**config.mk**
```make
export PLATFORM = sky130hd
export DESIGN_NAME = wdog_two_stage
export DESIGN_NICKNAME = d
export VERILOG_FILES = /design/src/rtl/wdog_pkg.sv /design/src/rtl/wdog_ctrl.sv /design/src/rtl/wdog_datapath.sv /design/src/rtl/wdog_two_stage.sv
export SDC_FILE = /design/constraint.sdc
export NUM_CORES = 1
export LEC_CHECK = 0
export ABC_AREA = 1
export CAP_MARGIN = 20
export CORE_ASPECT_RATIO = 1.25
export CORE_MARGIN = 4
export CORE_UTILIZATION = 55
export DETAILED_ROUTE_END_ITERATION = 7
export DONT_BUFFER_PORTS = 1
export HOLD_SLACK_MARGIN = 0.05
export PLACE_DENSITY_LB_ADDON = 0.1
export SETUP_SLACK_MARGIN = 0.5
export SYNTH_ARGS = -nofsm -noshare
export SYNTH_HDL_FRONTEND = slang
export SYNTH_SLANG_ARGS = --single-unit
```
**constraint.sdc**
```tcl
create_clock -name clk -period 2.2 [get_ports clk]
set_clock_uncertainty 0.05 [all_clocks]
set_input_delay 0.22 -clock clk [delete_from_list [all_inputs] [get_ports clk]]
set_output_delay 0.22 -clock clk [all_outputs]
set_load 0.01 [all_outputs]
```
**src/rtl/wdog_pkg.sv**
```systemverilog
package wdog_pkg;
  localparam int CNT_W    = 6;
  localparam int ADDR_W   = 4;
  localparam int BYTE_W   = 8;
  localparam int MIN_LOAD = 4;
  localparam int DEF_LOAD = 50;
  localparam int HALT_BIT = 3;  // control word bit 11 lands in byte 0x09 bit 3
  localparam int SMI_BIT  = 0;
  localparam int BOOT_BIT = 1;
  localparam int ST_FIRST = 0;
  localparam int ST_SECOND = 1;

  localparam logic [ADDR_W-1:0] OFS_RELOAD = 4'h0;
  localparam logic [ADDR_W-1:0] OFS_TMRVAL = 4'h1;
  localparam logic [ADDR_W-1:0] OFS_STAT   = 4'h4;
  localparam logic [ADDR_W-1:0] OFS_CTL_LO = 4'h8;
  localparam logic [ADDR_W-1:0] OFS_CTL_HI = 4'h9;
  localparam logic [BYTE_W-1:0] RELOAD_KEY = 8'h01;

  typedef struct packed {
    logic             reload;
    logic             run;
    logic             clrFirst;
    logic             clrSecond;
    logic             rebootEn;
    logic [CNT_W-1:0] loadVal;
  } wdogStrobe_t;
endpackage

```
**src/rtl/wdog_ctrl.sv**
```systemverilog
module wdog_ctrl
  import wdog_pkg::*;
(
  input  logic              clk,
  input  logic              rstAnyN,
  input  logic              tickEn,
  input  logic              busWrEn,
  input  logic [ADDR_W-1:0] busAddr,
  input  logic [BYTE_W-1:0] busWrData,
  input  logic [CNT_W-1:0]  cnt,
  input  logic              firstTo,
  input  logic              secondTo,
  output wdogStrobe_t       strb,
  output logic [BYTE_W-1:0] busRdData,
  output logic              smiReq
);
  localparam int UP_W = BYTE_W - CNT_W;

  logic [BYTE_W-1:0] tmrVal;
  logic              smiEn;
  logic              rebootEn;
  logic              halt;
  logic              wrTmr;
  logic              wrStat;
  logic              wrCtlLo;
  logic              wrCtlHi;
  logic              countOk;

  assign wrTmr   = rstAnyN && busWrEn && (busAddr == OFS_TMRVAL);
  assign wrStat  = rstAnyN && busWrEn && (busAddr == OFS_STAT);
  assign wrCtlLo = rstAnyN && busWrEn && (busAddr == OFS_CTL_LO);
  assign wrCtlHi = rstAnyN && busWrEn && (busAddr == OFS_CTL_HI);
  assign countOk = (busWrData[CNT_W-1:0] >= CNT_W'(MIN_LOAD));

  always_ff @(posedge clk) begin
    if (!rstAnyN) begin
      tmrVal   <= BYTE_W'(DEF_LOAD);
      smiEn    <= 1'b0;
      rebootEn <= 1'b0;
      halt     <= 1'b1;
    end else begin
      if (wrTmr) begin
        tmrVal[BYTE_W-1:CNT_W] <= busWrData[BYTE_W-1:CNT_W];
        if (countOk) tmrVal[CNT_W-1:0] <= busWrData[CNT_W-1:0];
      end
      if (wrCtlLo) begin
        smiEn    <= busWrData[SMI_BIT];
        rebootEn <= busWrData[BOOT_BIT];
      end
      if (wrCtlHi) halt <= busWrData[HALT_BIT];
    end
  end

  always_comb begin
    strb           = '0;
    strb.reload    = rstAnyN && busWrEn && (busAddr == OFS_RELOAD) && (busWrData == RELOAD_KEY);
    strb.run       = rstAnyN && !halt && tickEn;
    strb.clrFirst  = wrStat && busWrData[ST_FIRST];
    strb.clrSecond = wrStat && busWrData[ST_SECOND];
    strb.rebootEn  = rebootEn;
    strb.loadVal   = tmrVal[CNT_W-1:0];
  end

  always_comb begin
    busRdData = '0;
    case (busAddr)
      OFS_RELOAD: busRdData = {{UP_W{1'b0}}, cnt};
      OFS_TMRVAL: busRdData = tmrVal;
      OFS_STAT: begin
        busRdData[ST_FIRST]  = firstTo;
        busRdData[ST_SECOND] = secondTo;
      end
      OFS_CTL_LO: begin
        busRdData[SMI_BIT]  = smiEn;
        busRdData[BOOT_BIT] = rebootEn;
      end
      OFS_CTL_HI: busRdData[HALT_BIT] = halt;
      default:    busRdData = '0;
    endcase
  end

  assign smiReq = smiEn && firstTo;

  // a too-small count leaves the stored count alone
  p_small_ignored_r3: assert property (@(posedge clk) disable iff (!rstAnyN)
    (wrTmr && !countOk) |=> (tmrVal[CNT_W-1:0] == $past(tmrVal[CNT_W-1:0])));

  // the stored count never drops below the legal minimum
  p_count_legal_r3: assert property (@(posedge clk) disable iff (!rstAnyN)
    tmrVal[CNT_W-1:0] >= CNT_W'(MIN_LOAD));
endmodule

```
**src/rtl/wdog_datapath.sv**
```systemverilog
module wdog_datapath
  import wdog_pkg::*;
(
  input  logic             clk,
  input  logic             rstPorN,
  input  logic             rstAnyN,
  input  wdogStrobe_t      strb,
  output logic [CNT_W-1:0] cnt,
  output logic             firstTo,
  output logic             secondTo,
  output logic             rstPulse
);
  logic armed;
  logic atEnd;
  logic firstExp;
  logic secondExp;

  assign atEnd     = (cnt <= CNT_W'(1));
  assign firstExp  = rstAnyN && strb.run && !strb.reload && atEnd && !armed;
  assign secondExp = rstAnyN && strb.run && !strb.reload && atEnd && armed;

  always_ff @(posedge clk) begin
    if (!rstAnyN) begin
      cnt      <= CNT_W'(DEF_LOAD);
      armed    <= 1'b0;
      firstTo  <= 1'b0;
      rstPulse <= 1'b0;
    end else begin
      rstPulse <= secondExp && strb.rebootEn;
      if (strb.reload) begin
        cnt   <= strb.loadVal;
        armed <= 1'b0;
      end else if (strb.run) begin
        if (atEnd) begin
          cnt   <= strb.loadVal;
          armed <= !armed;
        end else begin
          cnt <= cnt - CNT_W'(1);
        end
      end
      if (firstExp)           firstTo <= 1'b1;
      else if (strb.clrFirst) firstTo <= 1'b0;
    end
  end

  // second-stage flag lives on power-on reset only
  always_ff @(posedge clk) begin
    if (!rstPorN)            secondTo <= 1'b0;
    else if (secondExp)      secondTo <= 1'b1;
    else if (strb.clrSecond) secondTo <= 1'b0;
  end

  // no tick and no reload keeps the count
  p_freeze_r4: assert property (@(posedge clk) disable iff (!rstAnyN)
    (!strb.run && !strb.reload) |=> $stable(cnt));

  // a key write loads the programmed count
  p_reload_r2: assert property (@(posedge clk) disable iff (!rstAnyN)
    strb.reload |=> (cnt == $past(strb.loadVal)));

  // the live count never reaches zero
  p_nonzero_r5: assert property (@(posedge clk) disable iff (!rstAnyN)
    cnt != '0);

  // reset request only with reboot enabled and the second flag up
  p_pulse_gated_r6: assert property (@(posedge clk) disable iff (!rstAnyN)
    rstPulse |-> (secondTo && $past(strb.rebootEn)));

  // the reset request lasts one cycle
  p_pulse_single_r6: assert property (@(posedge clk) disable iff (!rstAnyN)
    rstPulse |=> !rstPulse);

  // second flag holds unless cleared by software
  p_sticky_r8: assert property (@(posedge clk) disable iff (!rstPorN)
    (secondTo && !strb.clrSecond) |=> secondTo);
endmodule

```
**src/rtl/wdog_two_stage.sv**
```systemverilog
module wdog_two_stage
  import wdog_pkg::*;
(
  input  logic              clk,
  input  logic              rstPorN,
  input  logic              rstSysN,
  input  logic              tickEn,
  input  logic              busWrEn,
  input  logic [ADDR_W-1:0] busAddr,
  input  logic [BYTE_W-1:0] busWrData,
  output logic [BYTE_W-1:0] busRdData,
  output logic              smiReq,
  output logic              sysRstReq
);
  logic             rstAnyN;
  wdogStrobe_t      strb;
  logic [CNT_W-1:0] cnt;
  logic             firstTo;
  logic             secondTo;

  assign rstAnyN = rstPorN && rstSysN;

  wdog_ctrl u_ctrl (
    .clk       (clk),
    .rstAnyN   (rstAnyN),
    .tickEn    (tickEn),
    .busWrEn   (busWrEn),
    .busAddr   (busAddr),
    .busWrData (busWrData),
    .cnt       (cnt),
    .firstTo   (firstTo),
    .secondTo  (secondTo),
    .strb      (strb),
    .busRdData (busRdData),
    .smiReq    (smiReq)
  );

  wdog_datapath u_dp (
    .clk      (clk),
    .rstPorN  (rstPorN),
    .rstAnyN  (rstAnyN),
    .strb     (strb),
    .cnt      (cnt),
    .firstTo  (firstTo),
    .secondTo (secondTo),
    .rstPulse (sysRstReq)
  );
endmodule

```
Word-level counts from Yosys, hierarchy flattened
Index checks and enable logic that the tools add are counted.
- register bits: 21
- latch bits: 0
- memory bits (writable): 0
- ROM bits: 0
- output and inout port bits: 10
- logic and storage cells: 59
- memories kept: 0
- add/subtract/negate cells: 1
- multipliers: 0
- divide/modulo/power cells: 0
- $lt $le $gt $ge: 2
- equal/unequal tests: 5
- shifts and indexed selects: 0
- mux-type cells: 11
- bitwise gates (word level): 1
- reduce and logical (&&, ||, !) cells: 29
- operators by type and width (kind ; number):
    $logic_and 1x1->1 ; 19
    $mux 6 ; 3
    $eq 4x4->1 const B ; 2
    $eq 8x1->1 const B ; 1
    $pmux 2 s4 ; 1
    $pmux 4 s2 ; 1
    $ge 6x3->1 const B ; 1
    $le 6x1->1 const B ; 1
    $reduce_bool 2->1 ; 3
    $sub 6x1->6 const B ; 1
    $eq 4x1->1 const B ; 1
    $eq 4x3->1 const B ; 1
    $logic_not 4->1 ; 1
    $mux 1 ; 4
    $reduce_and 2->1 ; 2
    $logic_not 1->1 ; 3
    $pmux 1 s3 ; 1
    $pmux 1 s2 ; 1
    $reduce_or 2->1 ; 1
    $not 1->1 ; 1

Depth between registers and ports, before layout
- depth in word-level cells: 9
- gate-level depth with buffers: 11
- mapped depth without buffers: 10

Cells and area by module
From an unflattened synthesis, not the netlist that was laid out.
- cell total of the unflattened synthesis: 207
- area total of the unflattened synthesis: 1383.8 um^2
- modules (own cells, without submodules) (module ; instances ; cells an instance ; area an instance (um^2) ; seq. area each (um^2)):
    wdog_ctrl ; 1 ; 116 ; 759.5 ; 220.2
    wdog_datapath ; 1 ; 89 ; 616.8 ; 200.2
    wdog_two_stage ; 1 ; 2 ; 7.5 ; 0.0

Least setup slack after synthesis
No wires, ideal clock.
- path type: reg2reg
- from: reg u_dp.cnt[0]
- to: reg u_dp.cnt[2]
- library setup time: 0.109 ns
- arrival: 1.331 ns
- data required time: 2.041 ns
- setup slack: 0.710 ns
- stages on the path, launching flop included: 9
- buffers on the path: 0
- clock period less this slack: 1.490 ns
- path through: dfxtp_1 inv_1 ha_1 o211ai_4 nand2_2 nand2_1 nand3_1 nand2_1 inv_1
- cells in the longest elaborated chain, start to end: 4
- ends and longest elaborated chain (what ; line ; source):
    from (decl) ; wdog_datapath.sv:8 ; output logic [CNT_W-1:0] cnt,
    from (signal assigned) ; wdog_datapath.sv:24 ; cnt <= CNT_W'(DEF_LOAD);
    from (signal assigned) ; wdog_datapath.sv:31 ; cnt <= strb.loadVal;
    from (signal assigned) ; wdog_datapath.sv:35 ; cnt <= strb.loadVal;
    $sub 6x1->6 / $le 6x1->1 (equally long branches) ; wdog_datapath.sv:38, wdog_datapath.sv:18 ;
    $mux 6 * ; wdog_datapath.sv:34 ; if (atEnd) begin
    $mux 6 * ; wdog_datapath.sv:33 ; end else if (strb.run) begin
    $mux 6 * ; wdog_datapath.sv:30 ; if (strb.reload) begin
Every way passes the cells marked *; elsewhere a longest branch is shown, timed or not. The select of a mux whose other input is x is not followed.
A chain may end at the register's enable or synchronous reset.

Worst setup path in the final report
- from: reg u_dp.cnt[0]
- to: reg u_dp.cnt[4]
The elaborated chain is that of the path after synthesis.

==> summary.md <==
| Metric | Value |
|---|---|
| Number of H-tree branching levels | `1` |
| Status | `completed` |
| R2r worst-path depth | `7` |
| Area leader, netlist | `dfxtp_1` |
| Largest family of logic cells by synthesized area | `simple AND/OR/NAND/NOR gates` |
| Final wirelength | `between 3 and 4 mm` |
| CP arrival | `around 1700 ps` |
| WP buf/inv | `2` |
| DRC viols | `0` |
| Adder-cell share of the synthesized area | `between 1.5 and 2%` |
| Slew HR | `71.1%` |
| Post-synth top area share | `around 31%` |
| Number of I/O pins | `27` |
| Min Clock Period, post-route | `approximately 1600 ps` |
| Hold Path Cell Cnt | `2` |
| Synth-to-layout area growth | `11.7%` |
| Critical path class | `register to register` |
| Fin crit share | `71.1%` |
| Synth top area cells | `dfxtp_1 31%, nand2_1 11%, inv_1 8.6%` |
| Post-Syn Nets | `211` |
| Root buffer cell | `clkbuf_4` |
| Largest net degree at the start of global routing | `16` |
| Critical Path End Type | `register` |
| CP max stage cell | `dfxtp_1` |
| Wire length on met1 | `roughly 1.3 mm` |
| DP Wirelength | `2.36 mm` |
| Register area share after synthesis | `31.0%` |
| Initial antenna violation count | `0` |
| Seq cells post-synth | `21` |
| Final worst setup slack | `636 ps` |
| Metal3 WL | `161 um` |
| Clock Latency Late Sink | `~310 ps` |
| Iteration-0 DRC count of the detailed router | `48` |
| Most common cell after layout, fill and taps aside | `nand2_1` |
| Filler cells | `roughly 210` |
| CTS tree | `yes` |
| Place WS | `approximately 520 ps` |
| Ys Warns | `0` |
| Clk buf depth | `2` |
| Die H | `about 63 um` |
| NetSw | `roughly 0.00015 W` |
| Met2 Wirelength | `~1.6 mm` |
| Power per cell area | `413 nW/um^2` |
| Die area | `approximately 3300 sq um` |
| Post-synthesis mux area share | `0%` |
| Number of cells on the critical path | `7` |
| Mapped Cells | `between 150 and 200` |
| Setup TNS | `0 ps` |
| Count of pins over their slew limit | `0` |
| Placer Congestion | `around 0.86` |
| Net Sw Frac | `24.2%` |
| DR vias/cell | `between 5 and 6` |
| Global-route wire length before repair | `5.12 mm` |
| Syn_area_per_cell | `between 7 and 8 sq um` |
| Data required, critical path | `2370 ps` |
| Crit-path cells | `inv_1 -> ha_1 -> o211ai_4 -> buf_12 -> nand4_1 -> nand3_1 -> nand2_1` |
| Nets | `~220` |
| Compound-gate portion of the synthesized area | `roughly 14%` |
| Most frequent cells in the layout | `40 x nand2_1, 31 x inv_1, 21 x nand3_1, 21 x dfxtp_1, 14 x nor2_1` |
| Measured slew at the worst slew-check pin | `between 400 and 500 ps` |
| Cts bufs inserted | `3` |
| Final Hold Fails | `0` |
| Core area | `between 2000 and 2500 sq um` |
| Post-Syn Area | `approximately 1400 sq um` |
| Worst path max stage delay | `about 380 ps` |
| # resized after CTS | `0` |
| Cell family with most CP delay | `flip-flops` |
| Chip width | `approximately 52 um` |
| Share of cells above drive strength 1 | `between 10% and 20%` |
| RSZ-0062 raised after global routing | `no` |
| Drt wl/cell | `13.1 um` |
| Combinational share of power | `~8.5%` |
| CP startpoint kind | `register` |
| Fmax | `around 0.64 GHz` |
| Post-synthesis xor/xnor area fraction | `roughly 1.3%` |
| DR pass1 iterations | `5` |
| Simple-Gate Fraction of Synth Area | `around 41%` |
| P_leak | `roughly 0.70 nW` |
| HP Class | `primary input to register` |
| Num rows | `19` |
| Grt ovf | `0` |
| Power share of the clock group | `30.5%` |
| # Max-Cap Violations | `0` |
| IO Port Bufs | `0` |
| Tot GR Track Use | `between 15 and 20%` |
| Pint | `roughly 0.00047 W` |
| Initial Utilization | `approximately 59%` |
| Vias | `approximately 1300` |
| ANT cells | `0` |
| Max IR drop VDD | `approximately 390 uV` |
| Total clock sinks | `21` |
| Crit path max fanout | `7` |
| Top layer in use | `met4` |
| Clk slew on worst S/H paths | `around 120 ps` |
| Vias in the first global route | `1179` |
| Power share of the sequential group | `~61%` |
| # setup viols final | `0` |
| Post-synthesis cell type count | `26` |
| Post-DRT Antenna Nets | `0` |
[sequential cells by signal, summed over array words and instances (netlist names)]
register,flops
u_dp.secondTo,1
u_dp.cnt,6
u_dp.firstTo,1
u_ctrl.tmrVal,8
u_ctrl.smiEn,1
u_ctrl.rebootEn,1
u_dp.rstPulse,1
u_ctrl.halt,1
u_dp.armed,1
[layout make-up]
cell class,count,area (sq um),area share (%)
Multi-Input combinational cell,133,783,51.7
Clock buffer,4,26.3,1.74
Tap cell,31,38.8,2.56
Inverter,36,135,8.93
Timing Repair Buffer,10,110,7.27
Sequential cell,21,420,27.8
[per-layer routing]
metal | up-vias | GRT usage, %
met3 | 4 | 3.07
met5 | - | 0
li1 | 647 | -
met2 | 40 | 34.5
met1 | 574 | 24.4
met4 | 0 | 6.71
[per-stage QoR]
stage	hold WS, ps	total power [W]	instance area (sq um)	utilization (%)	std cells
final	55.8	0.000625	1510	66.3	235
after global routing	54.9	0.000650	1510	66.3	235
after CTS	55.4	0.000626	1490	65.5	234
after detailed placement	288	0.000429	1380	60.4	221
after global placement	289	0.000429	1380	60.4	221
after floorplan	283	0.000423	1360	-	192
[path summary, 6_finish.rpt]
kind | startpoint | end | slack, ps
setup / recovery | u_dp.cnt[0] | u_dp.cnt[4] | 640
setup reg to reg | u_dp.cnt[0] | u_dp.cnt[4] | 640
hold / removal | busWrData[0] | u_ctrl.tmrVal[0] | 60
hold reg to reg | u_ctrl.rebootEn | u_dp.rstPulse | 420
[power groups by stage]
stage               Sequential, W  Clock, W  Combinational, W
finish                   0.000381  0.000191         0.0000531
global placement         0.000390         0         0.0000391
detailed placement       0.000390         0         0.0000396
CTS                      0.000381  0.000192         0.0000535
global route             0.000381  0.000211         0.0000574
floorplan                0.000390         0         0.0000331
[cells in the mapped netlist]
library cell,number
o31ai_1,3
buf_2,1
inv_2,3
o21ai_0,11
xor2_1,2
nand3_2,3
inv_1,31
o22ai_1,3
clkinv_1,2
nand2_1,40
nand4_1,5
a21oi_2,1
a21oi_1,6
nand2_2,3
nor2_2,1
nor2_1,14
o211ai_4,1
dfxtp_1,21
nand3_1,21
nand3_4,2
o221ai_1,1
o211ai_1,3
ha_1,2
nand2_4,4
nor2_4,7
buf_6,1
[logic make-up (layout without fill, tap and decap cells)]
family	after synthesis	after routing
simple gates	100	100
buf+inv	38	50
compound gates	29	29
flops	21	21
fa+ha+maj	2	2
xor+xnor	2	2
[timing repair]
action	4_1_cts	5_1_grt
endpoints found under the hold margin	11	0
setup buffers	0	1
endpoints found under the setup margin	0	6
hold buffers	9	0
No activity file was read; power rests on OpenSTA's default activity.
